===== src/rtl/cfgload_pkg.sv =====
package cfgload_pkg;
  localparam int LEN_W = 32;

  typedef enum logic [3:0] {
    ST_IDLE, ST_HDR, ST_TRST, ST_SETTLE_A, ST_LEAD,
    ST_SETTLE_B, ST_BODY, ST_TAIL, ST_CHECK, ST_SETTLE_C
  } ld_state_e;

  // declared payload must fit behind the header
  function automatic logic len_fits(input logic [LEN_W-1:0] size,
                                    input logic [LEN_W-1:0] len,
                                    input logic [LEN_W-1:0] hdr);
    return (size >= hdr) && (len <= size - hdr);
  endfunction

  // big-endian accumulate of one byte
  function automatic logic [LEN_W-1:0] be_push(input logic [LEN_W-1:0] acc,
                                               input logic [7:0] b);
    return {acc[LEN_W-9:0], b};
  endfunction
endpackage


===== src/rtl/cfgload_hdr.sv =====
module cfgload_hdr
  import cfgload_pkg::*;
#(
  parameter int HDR_BYTES = 16,
  parameter int LEN_BYTES = 4
) (
  input  logic             clk,
  input  logic             rst_n,
  input  logic             clr,
  input  logic             take,
  input  logic [7:0]       byte_in,
  output logic [LEN_W-1:0] len,
  output logic             last
);
  localparam int IW = $clog2(HDR_BYTES);

  logic [IW-1:0] idx;
  logic          in_len_field;

  assign in_len_field = (idx < IW'(LEN_BYTES));
  assign last         = (idx == IW'(HDR_BYTES - 1));

  always_ff @(posedge clk or negedge rst_n) begin
    if (!rst_n) begin
      idx <= '0;
      len <= '0;
    end else if (clr) begin
      idx <= '0;
      len <= '0;
    end else if (take) begin
      if (in_len_field) len <= be_push(len, byte_in);
      idx <= idx + 1'b1;
    end
  end

  // bytes past the length field never alter the decoded length
  p_len_frozen_r3: assert property (@(posedge clk) disable iff (!rst_n)
    (take && !in_len_field) |=> (clr || $stable(len)));
endmodule


===== src/rtl/cfgload_timer.sv =====
module cfgload_timer #(
  parameter int SETTLE_CYC = 100
) (
  input  logic clk,
  input  logic rst_n,
  input  logic load,
  output logic expired
);
  localparam int TW = $clog2(SETTLE_CYC + 1);

  logic [TW-1:0] cnt;

  always_ff @(posedge clk or negedge rst_n) begin
    if (!rst_n)          cnt <= '0;
    else if (load)       cnt <= TW'(SETTLE_CYC - 1);
    else if (cnt != '0)  cnt <= cnt - 1'b1;
  end

  assign expired = (cnt == '0);
endmodule


===== src/rtl/cfgload_bytecnt.sv =====
module cfgload_bytecnt
  import cfgload_pkg::*;
(
  input  logic             clk,
  input  logic             rst_n,
  input  logic             load,
  input  logic [LEN_W-1:0] val,
  input  logic             dec,
  output logic             last
);
  logic [LEN_W-1:0] cnt;

  always_ff @(posedge clk or negedge rst_n) begin
    if (!rst_n)                 cnt <= '0;
    else if (load)              cnt <= val;
    else if (dec && cnt != '0)  cnt <= cnt - 1'b1;
  end

  assign last = (cnt == LEN_W'(1));
endmodule


===== src/rtl/cfg_image_loader.sv =====
module cfg_image_loader
  import cfgload_pkg::*;
#(
  parameter int SETTLE_CYC = 100,
  parameter int HDR_BYTES  = 16,
  parameter int PAD_BYTES  = 5
) (
  input  logic             clk,
  input  logic             rst_n,
  input  logic             start,
  input  logic [LEN_W-1:0] img_size,
  input  logic             s_valid,
  input  logic [7:0]       s_data,
  output logic             s_ready,
  input  logic             tgt_err,
  input  logic             cfg_ready,
  output logic             tgt_reset,
  output logic [7:0]       cfg_data,
  output logic             cfg_strobe,
  output logic             busy,
  output logic             done,
  output logic             error,
  output logic             irq_en
);
  localparam logic [LEN_W-1:0] HDR_LEN = LEN_W'(HDR_BYTES);
  localparam logic [LEN_W-1:0] PAD_LEN = LEN_W'(PAD_BYTES);

  ld_state_e        state, state_nx;
  logic [LEN_W-1:0] size_q, hdr_len, cnt_val;
  logic             done_q, err_q, irq_q;
  logic             hdr_last, tmr_exp, cnt_last;

  // named events
  logic start_acc, early_reject, reject_ev, hs_in, hs_out;
  logic tmr_load, cnt_load, cnt_dec, in_settle, tgt_fail_ev, success_ev;

  assign hs_in        = s_valid && s_ready;
  assign hs_out       = cfg_strobe && cfg_ready;
  assign start_acc    = start && (state == ST_IDLE);
  assign early_reject = start_acc && (img_size < HDR_LEN);
  assign reject_ev    = (state == ST_HDR) && hs_in && hdr_last &&
                        !len_fits(size_q, hdr_len, HDR_LEN);
  assign in_settle    = (state == ST_SETTLE_A) || (state == ST_SETTLE_B) ||
                        (state == ST_SETTLE_C);
  assign tgt_fail_ev  = (state == ST_CHECK) && tgt_err;
  assign success_ev   = (state == ST_SETTLE_C) && tmr_exp;
  assign tmr_load     = (state == ST_TRST) || ((state == ST_LEAD) && hs_out) ||
                        ((state == ST_CHECK) && !tgt_err);
  assign cnt_load     = ((state == ST_SETTLE_B) && tmr_exp) ||
                        ((state == ST_BODY) && hs_out && cnt_last);
  assign cnt_val      = ((state == ST_SETTLE_B) && hdr_len != '0) ? hdr_len : PAD_LEN;
  assign cnt_dec      = hs_out && ((state == ST_BODY) || (state == ST_TAIL));

  cfgload_hdr #(.HDR_BYTES(HDR_BYTES), .LEN_BYTES(LEN_W / 8)) u_hdr (
    .clk(clk), .rst_n(rst_n), .clr(start_acc),
    .take((state == ST_HDR) && hs_in), .byte_in(s_data),
    .len(hdr_len), .last(hdr_last)
  );

  cfgload_timer #(.SETTLE_CYC(SETTLE_CYC)) u_timer (
    .clk(clk), .rst_n(rst_n), .load(tmr_load), .expired(tmr_exp)
  );

  cfgload_bytecnt u_cnt (
    .clk(clk), .rst_n(rst_n), .load(cnt_load), .val(cnt_val),
    .dec(cnt_dec), .last(cnt_last)
  );

  always_comb begin
    state_nx = state;
    unique case (state)
      ST_IDLE:     if (start_acc && !early_reject) state_nx = ST_HDR;
      ST_HDR:      if (hs_in && hdr_last) state_nx = reject_ev ? ST_IDLE : ST_TRST;
      ST_TRST:     state_nx = ST_SETTLE_A;
      ST_SETTLE_A: if (tmr_exp) state_nx = ST_LEAD;
      ST_LEAD:     if (hs_out) state_nx = ST_SETTLE_B;
      ST_SETTLE_B: if (tmr_exp) state_nx = (hdr_len != '0) ? ST_BODY : ST_TAIL;
      ST_BODY:     if (hs_out && cnt_last) state_nx = ST_TAIL;
      ST_TAIL:     if (hs_out && cnt_last) state_nx = ST_CHECK;
      ST_CHECK:    state_nx = tgt_err ? ST_IDLE : ST_SETTLE_C;
      ST_SETTLE_C: if (tmr_exp) state_nx = ST_IDLE;
      default:     state_nx = ST_IDLE;
    endcase
  end

  always_ff @(posedge clk or negedge rst_n) begin
    if (!rst_n) begin
      state  <= ST_IDLE;
      size_q <= '0;
      done_q <= 1'b0;
      err_q  <= 1'b0;
      irq_q  <= 1'b0;
    end else begin
      state <= state_nx;
      if (start_acc) begin
        size_q <= img_size;
        done_q <= 1'b0;
        irq_q  <= 1'b0;
        err_q  <= early_reject;
      end else if (reject_ev || tgt_fail_ev) begin
        err_q  <= 1'b1;
      end else if (success_ev) begin
        done_q <= 1'b1;
        irq_q  <= 1'b1;
      end
    end
  end

  assign busy       = (state != ST_IDLE);
  assign done       = done_q;
  assign error      = err_q;
  assign irq_en     = irq_q;
  assign tgt_reset  = (state == ST_TRST);
  assign s_ready    = (state == ST_HDR) || ((state == ST_BODY) && cfg_ready);
  assign cfg_strobe = (state == ST_LEAD) || (state == ST_TAIL) ||
                      ((state == ST_BODY) && s_valid);
  assign cfg_data   = (state == ST_BODY) ? s_data : 8'h00;

  p_rst_pulse_r5: assert property (@(posedge clk) disable iff (!rst_n)
    tgt_reset |=> (!tgt_reset && !cfg_strobe));
  p_reject_quiet_r4: assert property (@(posedge clk) disable iff (!rst_n)
    reject_ev |=> (!busy && error && !tgt_reset && !cfg_strobe));
  p_settle_idle_r10: assert property (@(posedge clk) disable iff (!rst_n)
    in_settle |-> (!s_ready && !cfg_strobe));
  p_body_stall_r10: assert property (@(posedge clk) disable iff (!rst_n)
    ((state == ST_BODY) && !cfg_ready) |-> !s_ready);
  p_busy_flags_r11: assert property (@(posedge clk) disable iff (!rst_n)
    busy |-> (!done && !error));
  p_irq_success_r8: assert property (@(posedge clk) disable iff (!rst_n)
    irq_en |-> (done && !error));
  p_start_ignored_r2: assert property (@(posedge clk) disable iff (!rst_n)
    (start && busy && !tgt_fail_ev && !success_ev && !reject_ev) |=> busy);
endmodule


===== config.mk =====
export PLATFORM = sky130hd
export DESIGN_NAME = cfg_image_loader
export DESIGN_NICKNAME = d
export VERILOG_FILES = /design/src/rtl/cfgload_pkg.sv /design/src/rtl/cfgload_hdr.sv /design/src/rtl/cfgload_timer.sv /design/src/rtl/cfgload_bytecnt.sv /design/src/rtl/cfg_image_loader.sv
export SDC_FILE = /design/constraint.sdc
export NUM_CORES = 1
export LEC_CHECK = 0
export CAP_MARGIN = 20
export CELL_PAD_IN_SITES_DETAIL_PLACEMENT = 1
export CELL_PAD_IN_SITES_GLOBAL_PLACEMENT = 1
export CORE_ASPECT_RATIO = 0.8
export CORE_UTILIZATION = 44
export DETAILED_ROUTE_END_ITERATION = 16
export GPL_TIMING_DRIVEN = 0
export HOLD_SLACK_MARGIN = 0.1
export PLACE_DENSITY = 0.78
export SLEW_MARGIN = 25
export SYNTH_ARGS = -nofsm -noshare
export SYNTH_HDL_FRONTEND = slang
export SYNTH_SLANG_ARGS = --single-unit

===== constraint.sdc =====
create_clock -name clk -period 4.46 [get_ports clk]
set_input_delay 0.669 -clock clk [delete_from_list [all_inputs] [get_ports clk]]
set_output_delay 0.669 -clock clk [all_outputs]
set_load 0.05 [all_outputs]

Yosys cells after proc, flatten, opt, wreduce, memory -nomap -nowiden
Cells that the tools add are included.
{"block": "totals", "ff_bits": 113, "in_bits": 46}
{"block": "op_classes", "n_addsub": 4, "n_lt_le_gt_ge": 4, "n_eq_ne": 20, "mux": 28, "reduce_logical": 49}
{"cell": "$mux W32", "count": 6}
{"cell": "$reduce_bool A32 Y1", "count": 2}
{"cell": "$mux W4", "count": 11}
{"cell": "$pmux W4 S10", "count": 1}
{"cell": "$eq A32 B1 Y1 const B", "count": 1}
{"cell": "$ge A32 B5 Y1 const B", "count": 1}
{"cell": "$le A32 B32 Y1", "count": 1}
{"cell": "$lt A32 B5 Y1 const B", "count": 1}
{"cell": "$sub A32 B1 Y32 const B", "count": 1}
{"cell": "$sub A32 B5 Y32 const B", "count": 1}
{"cell": "$logic_and A1 B1 Y1", "count": 23}
{"cell": "$eq A4 B3 Y1 const B", "count": 4}
{"cell": "$mux W7", "count": 2}
{"cell": "$eq A4 B4 Y1 const B", "count": 3}
{"cell": "$reduce_bool A2 Y1", "count": 6}
{"cell": "$ne A2 B2 Y1 const B", "count": 5}
{"cell": "$eq A4 B2 Y1 const B", "count": 2}
{"cell": "$logic_or A1 B1 Y1", "count": 8}
{"cell": "$mux W8", "count": 1}
{"cell": "$ne A2 B1 Y1 const B", "count": 4}
{"cell": "$reduce_and A8 Y1", "count": 1}
{"cell": "$logic_not A7 Y1", "count": 1}
{"cell": "$reduce_bool A7 Y1", "count": 1}
{"cell": "$sub A7 B1 Y7 const B", "count": 1}
{"cell": "9 further kinds", "count": 17}

Depth between registers and ports, before layout
Gate-level depths: netlist of run 1.
{"block": "logic_depth", "ltp_word": 10, "depth_mapped": 15}

Hierarchy
Synthesis of run 1 repeated with hierarchy kept, for this count alone.
{"block": "unflattened", "hier_cells": 780, "hier_area_um2": 7415.9}
{"mod": "cfg_image_loader", "instances": 1, "area_each_um2": 3342.0, "seq_area_each_um2": 950.9, "cells_each": 377}
{"mod": "cfgload_bytecnt", "instances": 1, "area_each_um2": 2001.9, "seq_area_each_um2": 800.8, "cells_each": 233}
{"mod": "cfgload_hdr", "instances": 1, "area_each_um2": 1695.4, "seq_area_each_um2": 900.9, "cells_each": 131}
{"mod": "cfgload_timer", "instances": 1, "area_each_um2": 376.6, "seq_area_each_um2": 175.2, "cells_each": 39}

Worst setup path before layout of run 1
No wires, ideal clock.
{"block": "synth_path", "path_kind": "register to register", "startpoint": "register size_q[9]", "endpoint": "register err_q (netlist: error)", "path_buffers": 0, "period_less_slack_ns": 3.752, "setup_slack_ns": 0.708, "required_time_ns": 4.336, "arrival_time_ns": 3.629, "stages_incl_launch_ff": 16, "path_cell_list": "dfrtp_1 > or4_1 > nor3_1 > nand4b_1 > nor3_2 > nand2_1 > or3_1 > xor2_1 > ha_1 > a21oi_1 > o21ai_0 > a211oi_1 > nor3_1 > a2111oi_0 > nor3_1 > o31a_1"}
{"block": "synth_via", "elab_chain_cells": 7, "elab_cells_between_ends": 8, "classes_between": "1 x add/sub; 2 x order compare; 5 x reduce/logical"}
{"element": "from (decl)", "line": "cfg_image_loader.sv:29", "source": "logic [LEN_W-1:0] size_q, hdr_len, cnt_val;"}
{"element": "from (signal assigned)", "line": "cfg_image_loader.sv:96", "source": "size_q <= img_size;"}
{"element": "$sub A32 B5 Y32", "line": "cfgload_pkg.sv:13", "source": "return (size >= hdr) && (len <= size - hdr);"}
{"element": "$le A32 B32 Y1", "line": "cfgload_pkg.sv:13"}
{"element": "$logic_and A1 B1 Y1 (*)", "line": "cfgload_pkg.sv:13"}
{"element": "$logic_not A1 Y1 (*)", "line": "cfg_image_loader.sv:42", "source": "!len_fits(size_q, hdr_len, HDR_LEN);"}
{"element": "$logic_and A1 B1 Y1 (*)", "line": "cfg_image_loader.sv:41", "source": "assign reject_ev = (state == ST_HDR) && hs_in && hdr_last &&"}
{"element": "$logic_or A1 B1 Y1 (*)", "line": "cfg_image_loader.sv:100", "source": "end else if (reject_ev || tgt_fail_ev) begin"}
{"element": "$reduce_bool A2 Y1 (no line) (*)"}
{"element": "to (signal assigned)", "line": "cfg_image_loader.sv:99", "source": "err_q <= early_reject;"}
{"element": "to (decl)", "line": "cfg_image_loader.sv:30", "source": "logic done_q, err_q, irq_q;"}
Every way passes the cells marked *; elsewhere a longest branch is shown, timed or not.
A chain may end at the register's enable or synchronous reset.

Final worst setup path of run 1
{"block": "layout_path", "startpoint": "register size_q[8]", "endpoint": "register err_q (netlist: error)"}
Same word-level chain as after synthesis.

==> metrics, run 1 <==
worst setup path class register to register; share of cells above drive strength 1 6.88%; CP arrival 4.59 ns; Core Util, Final a little under three fifths; min Tclk post-route roughly 4.3 ns; worst reg2reg path startpoint size_q[8]; final setup violation count 0; WL final 21.7 mm; worst-margin pin slew approximately 0.86 ns; Worst Setup SP size_q[8]; Cell Area, Synth 6770 um2; Pwr Density roughly 740 nW/um2; DIE WIDTH ~140 um; DRT iter0 DRCs around 350; number of global-route vias before repair between 6000 and 7000; maximum fanout along the worst path 5; root buf cell clkbuf_16; Reg-to-Reg End error; pre-CTS setup slack -0.279 ns; overall power 6.13 mW; Multi-input gate area about 3800 um2; H-tree depth 4; Congestion Overflow GR 0; PortBufs 60; syn avg cell area roughly 8.6 um2; antenna cells 0; crit path cell chain or4_1 > nor3_2 > nand4b_1 > buf_4 > nor3_4 > nand2_1 > or3_1 > xor2_1 > ha_1 > a21oi_2 > o21ai_2 > a211oi_2 > nor3_1 > a2111oi_2 > nor3_2 > o31a_1; Yosys cell types between 60 and 70; Yosys reg bits ~110; LEAKAGE 3.55 nW; cell mode on critical path nor3_2; Synth Flop Type dfrtp_1; clock slew at reported path FFs ~0.05 ns; # fillers around 1800; Die ar. roughly 16000 um2; num rows 40; Synth top area share between 40% and 50%; largest net degree at the start of global routing 65; Min Hold Slack between 0.2 and 0.3 ns; CTS tree done; Final Worst Setup Slack between 0.15 and 0.2 ns; syn_nets 875; most common cell in the netlist nand2_1; Clock Sinks ~110; Synth Instances ~800; Slew HR a little over two fifths; Clk Latency, worst-skew pair ~0.42 ns; Register Area 2830 um2; Final Hold Fails 0; synth top area cells dfrtp_1, nand2_1, ha_1; Overall Global Routing Usage approximately 30%; vias per cell just under 6; CTS max path bufs 2; CP endpoint kind register; WP data required 4.77 ns; area leader, netlist dfrtp_1; CP Launch Type register; WL/cell around 20 um; r2r setup slk ~0.18 ns; DR pass1 iterations 5; Placeable Area about 15000 um2; Final Skew 0.00567 ns; synth cell count leaders nand2_1, dfrtp_1, nand3_1; num ports a little over 60; Critical Path Sink error; Final period util 96.1%; fin nets about 960; Synth Warn # 0; status complete, no violations; worst hold path class input port to async pin; Routed Antenna Nets 0; Synth async-reset ratio 100%; Initial Utilization roughly 45%; crit-path max cell delay ~0.57 ns; R2R cell count 16; EDFF count, synth 0; Critical Path Stages 16; initial antenna violation count 0; Chip Height about 110 um; residual DRC count 0; Bufs and invs on worst path 1; Top delay family on crit path simple AND/OR/NAND/NOR gates; GPL Wtd Cong roughly 0.84; DPL Wire Length 16.0 mm; area delta synth->final 23.2%; MaxCap Viol Count 0; Fmax approximately 230 MHz; Vias around 6300; Worst path slowest cell or4_1; Slew Viols, Final 0; Seq/Total Area, Yosys roughly two fifths; first-pass GRT wire length 35.5 mm; CTS Buf Count 17; worst vdd ir just over 400 uV
==> cells in the final DEF (no fill, tap or decap), types with 4 or more instances in the layout <==
| cell type | n |
|---|---|
| nand3b_1 | 5 |
| bufinv_16 | 4 |
| nor4_1 | 27 |
| clkbuf_16 | 17 |
| ha_1 | 38 |
| dfrtp_1 | 112 |
| nor3_1 | 17 |
| clkinv_2 | 7 |
| nand2_1 | 184 |
| xor2_1 | 28 |
| and2_1 | 9 |
| clkbuf_1 | 27 |
| nand2b_1 | 7 |
| or3_1 | 10 |
| o21ai_0 | 28 |
| nand4_1 | 16 |
| a21oi_1 | 46 |
| nor2b_1 | 8 |
| clkdlybuf4s50_1 | 59 |
| inv_1 | 16 |
| or4_1 | 6 |
| nand3_1 | 48 |
| buf_4 | 4 |
| xnor2_1 | 34 |
| o21ai_1 | 20 |
| nor2_1 | 37 |
| buf_1 | 4 |
==> layer usage <==
layer	share of wire (%)	up-vias	GRT usage [%]
met1	48	3202	40.0
met5	0	-	0
met4	1.5	0	9.49
met3	4.0	30	6.26
met2	47	134	46.7
li1	-	2950	-
==> stage by stage <==
step           instance area, um2  setup TNS, ns  std cells
3_5_place_dp                 7630         -0.519       1041
2_1_floorplan                6770              0        791
5_1_grt                      8340      -0.000944       1076
4_1_cts                      8290              0       1075
6_report                     8340              0       1076
3_3_place_gp                 7600        -194.07       1040
==> cell families (layout without fill, tap and decap cells) <==
group / count (synthesis) / in the layout / synth area share [%]
muxes: 1 / 1 / 0.148
buffers and inverters: 48 / 144 / 2.74
adders and majority gates: 38 / 38 / 7.03
DFF: 113 / 113 / 41.8
and+or+nand+nor: 401 / 401 / 29.0
AOI/OAI and AO/OA: 128 / 128 / 11.3
xor gates and xnor gates: 62 / 62 / 8.03
==> area by class of cell <==
cell class                 count  area share [%]
tap                          189            2.84
clock inverter                12            1.95
sequential                   113            33.9
buffer                        32            1.50
timing repair buffer          64            7.82
multi-input combinational    630            45.8
inverter                      16           0.721
clock buffer                  20            5.48
==> power by group <==
| group | switching [mW] | leakage, nW | internal (mW) | total (mW) |
|---|---|---|---|---|
| logic | 1.65 | 1.77 | 1.03 | 2.68 |
| clock network | 0.493 | 0.309 | 0.955 | 1.45 |
| registers | 0.558 | 1.47 | 1.44 | 2.00 |
==> registers in the layout, indices dropped and copies added (netlist names) <==
signal and flops:
state 4, u_timer.cnt 7, u_hdr.len 32, size_q 32
irq_en 1, u_cnt.cnt 32, error 1, u_hdr.idx 4
==> timing repair <==
item                       CTS  global route
hold buffers                 0             0
gates cloned                 0             0
setup endpoints to repair    2             2
buffers inserted             2             1
pin swaps                    1             3
resized for setup            5             9
==> how the worst min path moves through the flow <==
stage / from / end / slack [ns]
after floorplan: rst_n / error / 0.37
after global placement: u_timer.cnt[6] / u_timer.cnt[6] / 0.48
after detailed placement: u_timer.cnt[6] / u_timer.cnt[6] / 0.51
after CTS: rst_n / u_hdr.len[29] / 0.27
after global routing: rst_n / u_cnt.cnt[26] / 0.29
final: rst_n / u_cnt.cnt[29] / 0.26
(Power assumes the default switching activity.)
==> run 2: changes to the inputs <==
--- a/constraint.sdc
+++ b/constraint.sdc
@@ -3,2 +3,2 @@
 set_output_delay 0.669 -clock clk [all_outputs]
-set_load 0.05 [all_outputs]
+set_load 0.02 [all_outputs]
==> results of run 2 <==
Same layout as run 1 (identical final DEF). Status: complete, no violations.
Among the figures that moved: total power 6.13 mW -> 6.06 mW
==> run 3: changes to the inputs <==
Settings changed: CORE_UTILIZATION 44 to 35, PLACE_DENSITY 0.78 to 0.64.
==> metrics, run 3 (synthesized netlist as in run 1, its figures left out) <==
Vias 6189; root buf cell clkbuf_16; WP data required 4.76 ns; WL final around 22 mm; WL/cell around 19 um; worst hold path class register to register; worst reg2reg path startpoint size_q[6]; num ports around 60; Overall Global Routing Usage 23.3%; Final Skew roughly 0.014 ns; Reg-to-Reg End error; crit-path max cell delay approximately 0.59 ns; Net Sw Frac between 40% and 50%; sequential share of power 33.8%; met3 WL 751 um; Slew HR around 46%; CP Launch Type register; met2 WL between 9 and 10 mm; r2r setup slk 0.24 ns; Clk Latency, worst-skew pair 0.42 ns; GPL Wtd Cong around 0.86; Min Hold Slack about 0.52 ns; CTS Buf Count 17; Post-Layout Inst Area about 8400 um2; DR pass1 iterations 4; Clock power frac between 20% and 30%; Pwr Density ~710 nW/um2; vias per cell 5.42; Hold Crit Start size_q[0]; MaxCap Viol Count 0; Congestion Overflow GR 0; min Tclk post-route approximately 4.2 ns; num rows 45; maximum fanout along the worst path 6; Worst Hold Depth 2; H-tree depth 4; worst vdd ir 227 uV; DRT iter0 DRCs ~270; first-pass GRT wire length 35.4 mm; Top Registers size_q: 32 flops, u_cnt.cnt: 32 flops, u_hdr.len: 32 flops; Worst path slowest cell or4_1; CTS max path bufs 2; DPL Wire Length between 15 and 20 mm; residual DRC count 0; Sw Pwr ~2.6 mW; most frequent cells in the layout nand2_1, dfrtp_1, clkdlybuf4s50_1; CP endpoint kind register; crit path cell chain or4_1 > nor3_4 > nand4b_1 > buf_4 > nor3_4 > nand2_1 > or3_1 > xor2_1 > ha_1 > a21oi_1 > o21ai_0 > a211oi_1 > nor3_2 > a2111oi_4 > nor3_2 > o31a_1; share of cells above drive strength 1 just over 6%; final setup violation count 0; status complete, no violations; R2R cell count 16; CTS tree done; PortBufs 60; clock slew at reported path FFs approximately 0.05 ns; Initial Utilization roughly 36%; area delta synth->final 24.1%; Comb power frac 43.4%; LEAKAGE between 3 and 4 nW; number of global-route vias before repair 6627; Routed Antenna Nets 0; Placeable Area 19000 um2; DR top layer met4; Fmax 237 MHz; Clock Sinks 113; antenna cells 0; CP arrival roughly 4.5 ns; worst-margin pin slew approximately 0.8 ns; setup TNS 0 ns; WHS Endpoint size_q[0]; Chip Height about 130 um; Final Hold Fails 0; worst setup path class register to register; fin nets 958; commonest non-fill, non-tap cell in the layout nand2_1; Die ar. 19900 um2; initial antenna violation count 0; met1 WL around 11 mm; Post-DP Area between 7000 and 8000 um2; overall power around 5.9 mW; DIE WIDTH roughly 160 um; Slew Viols, Final 0; Final period util 94.5%; largest net degree at the start of global routing a little over 90; internal power consumption 3.35 mW; RSZ-0062 raised after global routing no
==> run 3: cell type report <==
cell class	count	area, um2
clock buffers	23	498
flip-flops and latches	113	2830
plain buffers	32	125
repair buffers	64	658
fillers	2240	10600
multi-input cells	630	3820
well taps	258	323
inverters	16	60.1
clock inverters	6	80.1
==> run 3: power by group through the flow <==
stage | Clock (mW) | Sequential [mW] | Combinational, mW
2_1_floorplan | 0 | 1.81 | 1.80
3_3_place_gp | 0 | 1.97 | 2.34
3_5_place_dp | 0 | 1.99 | 2.49
4_1_cts | 1.38 | 1.99 | 2.55
5_1_grt | 1.43 | 2.06 | 2.90
6_report | 1.35 | 2.00 | 2.57
==> run 3: worst max-delay path: cells and delay by family, from the launching register on <==
family          cells  cell delay [ns]
xor+xnor            1             0.15
compound gates      5             1.17
buf+inv             1             0.19
simple gates        8             1.79
flops               1             0.46
fa+ha+maj           1             0.31
==> run 3: through the flow <==
stage	utilization [%]	instances	setup slack [ns]
2_1_floorplan	-	791	0.708
3_3_place_gp	40.5	1109	-1.87
3_5_place_dp	40.7	1110	-0.335
4_1_cts	44.0	1142	0.0881
5_1_grt	44.3	1142	0.0619
6_report	44.3	1142	0.244
==> run 3: what timing repair did <==
item                                    in CTS  in global routing
hold buffers                                 1                  0
pin swaps                                    1                  0
setup buffers                                2                  0
resized for setup                            6                  6
endpoints found under the hold margin       23                  0
endpoints found under the setup margin       2                  2
==> run 3: worst max path at each step <==
stage	startpoint	end	slack, ns	depth (start not counted)
5_1_grt	size_q[9]	error	0.06	16
4_1_cts	size_q[6]	error	0.09	16
6_report	size_q[6]	error	0.24	16
2_1_floorplan	size_q[9]	error	0.71	15
3_5_place_dp	size_q[8]	state[1]	-0.34	13
3_3_place_gp	rst_n	size_q[2]	-1.87	1
==> run 3: routing by layer <==
metal / vias to the layer above / track usage (%)
li1: 2955 / -
met1: 3095 / 33.0
met2: 112 / 36.3
met3: 27 / 4.07
met4: 0 / 7.08
met5: - / 0
